## config.mk

```make
export PLATFORM = sky130hd
export DESIGN_NAME = nbp_poller
export DESIGN_NICKNAME = d
export VERILOG_FILES = /design/src/rtl/nbp_pkg.sv /design/src/rtl/nbp_strobe_count.sv /design/src/rtl/nbp_status_eval.sv /design/src/rtl/nbp_poll_timer.sv /design/src/rtl/nbp_poller.sv
export SDC_FILE = /design/constraint.sdc
export NUM_CORES = 1
export LEC_CHECK = 0
export BUFFER_PORTS_ARGS = -buffer_cell sky130_fd_sc_hd__buf_2
export CAP_MARGIN = 40
export CORE_UTILIZATION = 40
export CTS_BUF_LIST = sky130_fd_sc_hd__clkbuf_16
export CTS_CLUSTER_DIAMETER = 50
export DETAILED_ROUTE_END_ITERATION = 8
export SYNTH_ARGS = -nofsm -noshare
export SYNTH_HDL_FRONTEND = slang
export SYNTH_HIERARCHICAL = 1
export SYNTH_SLANG_ARGS = --single-unit
```

## constraint.sdc

```tcl
create_clock -name clk -period 7.35 [get_ports clk]
set_clock_uncertainty 0.2 [all_clocks]
set_input_delay 2.205 -clock clk [delete_from_list [all_inputs] [get_ports clk]]
set_output_delay 2.205 -clock clk [all_outputs]
set_load 0.005 [all_outputs]
```

## src/rtl/nbp_pkg.sv

```systemverilog
package nbp_pkg;

    typedef enum logic [2:0] {
        ST_IDLE    = 3'd0,
        ST_HOLD    = 3'd1,
        ST_POLL    = 3'd2,
        ST_CONFIRM = 3'd3,
        ST_DONE    = 3'd4,
        ST_FAIL    = 3'd5
    } poll_st_e;

endpackage

```

## src/rtl/nbp_strobe_count.sv

```systemverilog
// Counts ends of write strobes and flags the one that completes the command.
module nbp_strobe_count #(
    parameter int SW = 3
) (
    input  logic          clk,
    input  logic          rst_n,
    input  logic          clear,
    input  logic          en,
    input  logic          strobe,
    input  logic [SW-1:0] need,
    output logic          last_end
);
    typedef struct packed {
        logic          prev;
        logic [SW-1:0] cnt;
    } sc_t;

    sc_t q, d;
    logic fall;

    always_comb begin
        d      = q;
        fall   = q.prev && !strobe;
        d.prev = strobe;
        if (clear) begin
            d.cnt = '0;
        end else if (en && fall) begin
            d.cnt = q.cnt + 1'b1;
        end
    end

    assign last_end = en && fall && ((q.cnt + 1'b1) == need);

    always_ff @(posedge clk or negedge rst_n) begin
        if (!rst_n) begin
            q <= '0;
        end else begin
            q <= d;
        end
    end
endmodule

```

## src/rtl/nbp_status_eval.sv

```systemverilog
// Decides from one status read whether the embedded operation looks finished.
module nbp_status_eval #(
    parameter int DW       = 16,
    parameter int TOG_BIT  = 6,
    parameter int POLL_BIT = 7
) (
    input  logic          use_toggle,
    input  logic          op_erase,
    input  logic          exp_poll,
    input  logic          have_prev,
    input  logic          prev_tog,
    input  logic [DW-1:0] rd_data,
    output logic          complete,
    output logic          cur_tog
);
    logic target;

    always_comb begin
        cur_tog = rd_data[TOG_BIT];
        target  = op_erase ? 1'b1 : exp_poll;
        if (use_toggle) begin
            complete = have_prev && (rd_data[TOG_BIT] == prev_tog);
        end else begin
            complete = (rd_data[POLL_BIT] == target);
        end
    end
endmodule

```

## src/rtl/nbp_poll_timer.sv

```systemverilog
// Counts status reads and flags the read that reaches the limit.
module nbp_poll_timer #(
    parameter int CW = 8
) (
    input  logic          clk,
    input  logic          rst_n,
    input  logic          clear,
    input  logic          inc,
    input  logic [CW-1:0] limit,
    output logic          at_limit
);
    logic [CW-1:0] cnt_q, cnt_d;
    logic [CW:0]   nxt;

    always_comb begin
        nxt   = {1'b0, cnt_q} + 1'b1;
        cnt_d = cnt_q;
        if (clear) begin
            cnt_d = '0;
        end else if (inc) begin
            cnt_d = nxt[CW-1:0];
        end
    end

    assign at_limit = (nxt >= {1'b0, limit});

    always_ff @(posedge clk or negedge rst_n) begin
        if (!rst_n) begin
            cnt_q <= '0;
        end else begin
            cnt_q <= cnt_d;
        end
    end
endmodule

```

## src/rtl/nbp_poller.sv

```systemverilog
module nbp_poller #(
    parameter int DW            = 16,
    parameter int CW            = 8,
    parameter int TOG_BIT       = 6,
    parameter int POLL_BIT      = 7,
    parameter int PROG_STROBES  = 4,
    parameter int ERASE_STROBES = 6
) (
    input  logic          clk,
    input  logic          rst_n,
    input  logic          start,
    input  logic          use_toggle,
    input  logic          op_erase,
    input  logic [DW-1:0] exp_data,
    input  logic [CW-1:0] poll_limit,
    input  logic          wr_strobe,
    output logic          rd_req,
    input  logic          rd_ack,
    input  logic [DW-1:0] rd_data,
    output logic          done,
    output logic          error
);
    import nbp_pkg::*;

    localparam int MAXS = (ERASE_STROBES > PROG_STROBES) ? ERASE_STROBES : PROG_STROBES;
    localparam int SW   = $clog2(MAXS + 1);

    typedef struct packed {
        poll_st_e      st;
        logic          use_tog;
        logic          erase;
        logic [DW-1:0] exp;
        logic [CW-1:0] limit;
        logic          prev_tog;
        logic          have_prev;
    } regs_t;

    regs_t q, d;
    poll_st_e st_q;

    logic          stb_clear, stb_en, stb_last;
    logic          tmr_clear, tmr_inc, at_limit;
    logic          complete, cur_tog;
    logic [SW-1:0] need;

    assign st_q = q.st;
    assign need = q.erase ? SW'(ERASE_STROBES) : SW'(PROG_STROBES);

    nbp_strobe_count #(.SW(SW)) u_stb (
        .clk      (clk),
        .rst_n    (rst_n),
        .clear    (stb_clear),
        .en       (stb_en),
        .strobe   (wr_strobe),
        .need     (need),
        .last_end (stb_last)
    );

    nbp_poll_timer #(.CW(CW)) u_tmr (
        .clk      (clk),
        .rst_n    (rst_n),
        .clear    (tmr_clear),
        .inc      (tmr_inc),
        .limit    (q.limit),
        .at_limit (at_limit)
    );

    nbp_status_eval #(
        .DW       (DW),
        .TOG_BIT  (TOG_BIT),
        .POLL_BIT (POLL_BIT)
    ) u_eval (
        .use_toggle (q.use_tog),
        .op_erase   (q.erase),
        .exp_poll   (q.exp[POLL_BIT]),
        .have_prev  (q.have_prev),
        .prev_tog   (q.prev_tog),
        .rd_data    (rd_data),
        .complete   (complete),
        .cur_tog    (cur_tog)
    );

    always_comb begin
        d         = q;
        stb_clear = 1'b0;
        stb_en    = 1'b0;
        tmr_clear = 1'b0;
        tmr_inc   = 1'b0;
        unique case (q.st)
            ST_IDLE: begin
                stb_clear = 1'b1;
                tmr_clear = 1'b1;
                if (start) begin
                    d.st        = ST_HOLD;
                    d.use_tog   = use_toggle;
                    d.erase     = op_erase;
                    d.exp       = exp_data;
                    d.limit     = poll_limit;
                    d.have_prev = 1'b0;
                    d.prev_tog  = 1'b0;
                end
            end
            ST_HOLD: begin
                stb_en = 1'b1;
                if (stb_last) begin
                    d.st = ST_POLL;
                end
            end
            ST_POLL: begin
                if (rd_ack) begin
                    tmr_inc     = 1'b1;
                    d.prev_tog  = cur_tog;
                    d.have_prev = 1'b1;
                    if (complete) begin
                        d.st = q.use_tog ? ST_DONE : ST_CONFIRM;
                    end else if (at_limit) begin
                        d.st = ST_FAIL;
                    end
                end
            end
            ST_CONFIRM: begin
                if (rd_ack) begin
                    d.st = (rd_data == q.exp) ? ST_DONE : ST_FAIL;
                end
            end
            ST_DONE, ST_FAIL: begin
                d.st = ST_IDLE;
            end
            default: begin
                d.st = ST_IDLE;
            end
        endcase
    end

    assign rd_req = (q.st == ST_POLL) || (q.st == ST_CONFIRM);
    assign done   = (q.st == ST_DONE);
    assign error  = (q.st == ST_FAIL);

    always_ff @(posedge clk or negedge rst_n) begin
        if (!rst_n) begin
            q <= '0;
        end else begin
            q <= d;
        end
    end
endmodule

```

# [Word level (Yosys, flattened, before mapping)]
# Cells that the tools add are included.
[totals] regBits=43 latch_bits=0 ram_bits=0 mem_bits_ro=0 inputBits=47 output_inout_bits=3 mem_count=0
[classes] addsub=2 multipliers=0 div=0 n_lt_le_gt_ge=1 eq_ne=14 shifts=0 mux=22 bitwise=0 reduce_logical=13
[ops] operator="2-to-1 mux 31 bit" count=1
[ops] operator="2-to-1 mux 3 bit" count=8
[ops] operator="== test 16 bit" count=1
[ops] operator="2-to-1 mux 8 bit" count=2
[ops] operator="one-hot mux 3 bit (4 select lines)" count=1
[ops] operator="adder 8 x 1 -> 9 bit, second input constant" count=1
[ops] operator=">= comparator 9 x 8 -> 1 bit" count=1
[ops] operator="!= test 2 bit, second input constant" count=4
[ops] operator="2-to-1 mux 1 bit" count=7
[ops] operator="== test 3 x 2 -> 1 bit, second input constant" count=2
[ops] operator="== test 3 bit, second input constant" count=2
[ops] operator="nonzero test 2 bit" count=3
[ops] operator="AND reduction 5 bit" count=1
[ops] operator="logical AND 1 bit" count=4
[ops] operator="2-to-1 mux 2 bit" count=2
[ops] operator="one-hot mux 2 bit (2 select lines)" count=1
[ops] operator="adder 3 x 1 -> 3 bit, second input constant" count=1
[ops] operator="== test 3 x 1 -> 1 bit, second input constant" count=1
[ops] operator="== test 3 bit" count=1
[ops] operator="logical NOT 3 bit" count=1
[ops] operator="!= test 3 bit, second input constant" count=1
[ops] operator="AND reduction 3 bit" count=1
[ops] operator="== test 1 bit" count=2
[ops] operator="AND reduction 2 bit" count=1
[ops] operator="other kinds (2)" count=2

# [Logic depth before layout (Yosys ltp)]
[depth] ltp_word=6 ltp_mapped=12 depth_no_buf=12

# [Modules after synthesis]
# The synthesis kept the hierarchy.
[modules_own_cells] module="nbp_poller" n_inst=1 cells_each=165 area_each_um2=1517.7 seq_area_each_um2=775.7
[modules_own_cells] module="nbp_poll_timer" n_inst=1 cells_each=76 area_each_um2=651.9 seq_area_each_um2=200.2
[modules_own_cells] module="nbp_strobe_count" n_inst=1 cells_each=18 area_each_um2=227.7 seq_area_each_um2=100.1
[modules_own_cells] module="nbp_status_eval" n_inst=1 cells_each=7 area_each_um2=42.5 seq_area_each_um2=0.0

# [Least setup slack after synthesis]
# Ideal clock, no wire load.
[synth_timing] path_type="input to register" start="input wr_strobe" end="register q, in the netlist st_q[0]" arrival_time_ps=3317 path_slack_ps=3707 cell_stages=6 n_path_buf=0 cell_sequence="nand3b_4 > nor4_2 > mux2_1 > mux2i_1 > and3b_1 > a311o_1"
[synth_between] elab_chain_len=6
[synth_lines] element="start, declared" line="nbp_poller.sv:16" source="input logic wr_strobe,"
[synth_lines] element="logical NOT 1 bit" line="nbp_strobe_count.sv:23" source="fall = q.prev && !strobe;"
[synth_lines] element="logical AND 1 bit" line="nbp_strobe_count.sv:23"
[synth_lines] element="logical AND 1 bit (2 in series)" line="nbp_strobe_count.sv:32" source="assign last_end = en && fall && ((q.cnt + 1'b1) == need);"
[synth_lines] element="via stb_last" line="nbp_poller.sv:41" source="logic stb_clear, stb_en, stb_last;"
[synth_lines] element="!= test 2 bit (no line)"
[synth_lines] element="AND reduction 5 bit (no line)"
[synth_lines] element="end signal, assigned" line="nbp_poller.sv:141" source="q <= '0;"
[synth_lines] element="end signal, assigned" line="nbp_poller.sv:143" source="q <= d;"
[synth_lines] element="end, declared" line="nbp_poller.sv:38" source="regs_t q, d;"
# The timed path passes the listed nets, and every way through them passes these cells.
# A chain may end at the register's enable or synchronous reset.

# [Worst setup path in the final report]
[layout_timing] start="register q, in the netlist st_q[2]" end="output rd_req"
[layout_between] elab_chain_len=2
[layout_lines] element="== test 3 x 2 -> 1 bit" line="nbp_poller.sv:135" source="assign rd_req = (q.st == ST_POLL) || (q.st == ST_CONFIRM);"
[layout_lines] element="logical OR 1 bit (*)" line="nbp_poller.sv:135"
[layout_lines] element="end, declared" line="nbp_poller.sv:17" source="output logic rd_req,"
# Mark *: on every way between the ends. The rest lies on a longest branch, timed or not.

==> results.json <==
{
  "placementRows": 28,
  "postLayoutCellArea_um2": 2932,
  "num_io_pins": 50,
  "ctsHoldBuffers": 0,
  "fin_tns_setup_ps": 0,
  "die_w_um": 80.10,
  "cts_tree": "yes",
  "cts-buffers-inserted": 5,
  "path_max_fanout": 11,
  "grt_first_pass_wirelength_um": 8493,
  "overflow": 0,
  "viasPerCell": 4.844,
  "postCtsSetupBuffers": 0,
  "finalNonFillerCells": 390,
  "portBuffers": 49,
  "antenna_found_initial": 0,
  "dpl.hpwl_um": 3494,
  "syn_area_per_cell_um2": 9.172,
  "crit_arrival_ps": 1290,
  "synth_cell_type_count": 45,
  "synth_edf_count": 0,
  "drc_errors": 0,
  "worst_pin_slew_ps": 515.7,
  "syn2layout_area_growth_pct": 20.15,
  "cts-resized-gates": 0,
  "grt_max_degree": 32,
  "yosys_warnings": 6,
  "setup_viol": 0,
  "clk_latency_ps": 280,
  "postSynth.asyncResetShare_pct": 100.0,
  "synthTopCellsByArea": "dfrtp_1 (44%), nand2_1 (13%), xor2_1 (9.0%)",
  "finalMaxSlewViolations": 0,
  "clock-sinks": 43,
  "vdd_drop_max_uv": 178.0,
  "critical_path_class": "reg2out",
  "cts_root_buf": "clkbuf_16",
  "vias": 1889,
  "power_mw": 0.9770,
  "place.gp.congestion": 0.7852,
  "core_um2": 5886,
  "crit_path_start_kind": "flop",
  "status": "finished, final reports clean",
  "routed_wl_um": 4872,
  "max_cap_violations": 0,
  "drt_iter0_drc": 93,
  "start_util_pct": 41.45,
  "min_period_over_period_pct": 50.33,
  "hold_class": "reg2reg",
  "grt_setup_unrepaired": "false",
  "syn_nets": 323,
  "yosysMostFrequentCell": "nand2_1",
  "hold_violations": 0,
  "synth_top_area_cell": "dfrtp_1",
  "htree_levels": 2,
  "ys.flop_type": "dfrtp_1",
  "dp_cells": 382,
  "grt_pass1_vias": 1863,
  "max_slew_margin_pct": 65.36,
  "drt-pass1-iter-count": 6,
  "crit_path_end_kind": "output port",
  "drive_above_1_share_pct": 21.27,
  "cp_data_required_time_ps": 4950,
  "post_drt_wl_per_cell_um": 12.49,
  "p_per_area_nw_per_um2": 333.3,
  "p_leak_nw": 1.542,
  "diodes": 0,
  "synthTopCellsByCount": "nand2_1 (85), dfrtp_1 (43), xor2_1 (25), nor2_1 (14)",
  "netlist_area_um2": 2440,
  "cts.clk_slew.worst_paths_ps": 60,
  "dpl_cell_area_um2": 2743,
  "grt.total_usage_pct": 17.64,
  "fin_util_pct": 49.81,
  "ys_seq_elements": 43,
  "nFillCells": 595,
  "synth-seq-area-share_pct": 44.10,
  "netlist_instances": 266,
  "timing.final.crit_period_ps": 3699,
  "clock_path_buffers": 2,
  "die_area_um2": 6416,
  "ant_nets": 0,
  "clock.fmax_mhz": 270.3,
  "layout.nets": 371,
  "die_h_um": 80.10,
  "synth_top_cell_area_share_pct": 44.10
}
[per-stage QoR]
| stage | worst slack [ps] | hold WS (ps) |
|---|---|---|
| 4_1_cts | 3647 | 278.5 |
| 3_5_place_dp | 3491 | 263.3 |
| 5_1_grt | 3584 | 303.4 |
| 3_3_place_gp | 3516 | 258.9 |
| 6_report | 3651 | 270.5 |
| 2_1_floorplan | 3707 | 244.6 |
[worst max-delay path: stages, from the launching register on]
cell,delay [ps]
dfrtp_1,560
nand2b_1,240
inv_1,80
buf_2,130
[kinds of logic after synthesis]
group                      synth area share (%)
xor gates and xnor gates                  12.56
muxes                                     1.692
adders and majority gates                 5.128
DFF                                       44.10
other                                    0.3078
buffers and inverters                     4.615
and+or+nand+nor                           26.46
AOI/OAI and AO/OA                         5.128
[area by class of cell]
class	count	area (um^2)	share of cell area, %
clock buffers	5	125.1	4.268
clock inverters	3	63.81	2.177
inverters	9	33.78	1.152
multi-input cells	202	1251	42.68
flip-flops and latches	43	1076	36.71
well taps	75	93.84	3.201
repair buffers	53	287.8	9.816
[registers in the layout (all words and copies together) (netlist names)]
name and flops:
q 28, u_stb/q 4, st_q 3, u_tmr/cnt_q 8
[path summary, 6_finish.rpt]
kind                                  endpoint            from  depth (start not counted)  slack, ps
worst max-delay path                    rd_req         st_q[2]                          3       3650
worst min-delay path                      q[3]            q[3]                          2        270
worst max register to register         st_q[0]  u_tmr/cnt_q[0]                         12       3930
worst min register to register            q[3]            q[3]                          2        270
max in group asynchronous       u_tmr/cnt_q[5]           rst_n                          2       4850
min in group asynchronous                 q[9]           rst_n                          1       1620
[cells in the final DEF (no fill, tap or decap), drive strengths merged, types with 2 or more instances in the layout]
cell	netlist	layout
nand2	85	85
a21oi	5	5
dfrtp	43	43
nand4	4	4
nand3	4	4
and3b	2	2
nor2	14	14
ha	10	10
inv	9	10
xnor2	10	10
nor3	5	5
a211o	2	2
bufinv	0	2
conb	2	2
buf	8	53
xor2	25	25
nor4	6	6
o21ai	5	5
mux2i	3	3
clkbuf	4	5
nor3b	3	3
[power breakdown]
group | internal (mW) | total (mW) | switching, mW
clock | 0.193 | 0.282 | 0.0886
combinational | 0.133 | 0.303 | 0.170
sequential | 0.320 | 0.392 | 0.0726
total | 0.646 | 0.977 | 0.331
[metal layers]
| layer | routed length [um] | global-route usage (%) | vias to the layer above |
|---|---|---|---|
| met2 | 2325 | 28.63 | 41 |
| met4 | 27 | 5.357 | 0 |
| met5 | 0 | 0 | - |
| met3 | 206 | 4.545 | 2 |
| met1 | 2312 | 23.02 | 881 |
| li1 | - | - | 965 |
(Power assumes the default switching activity.)
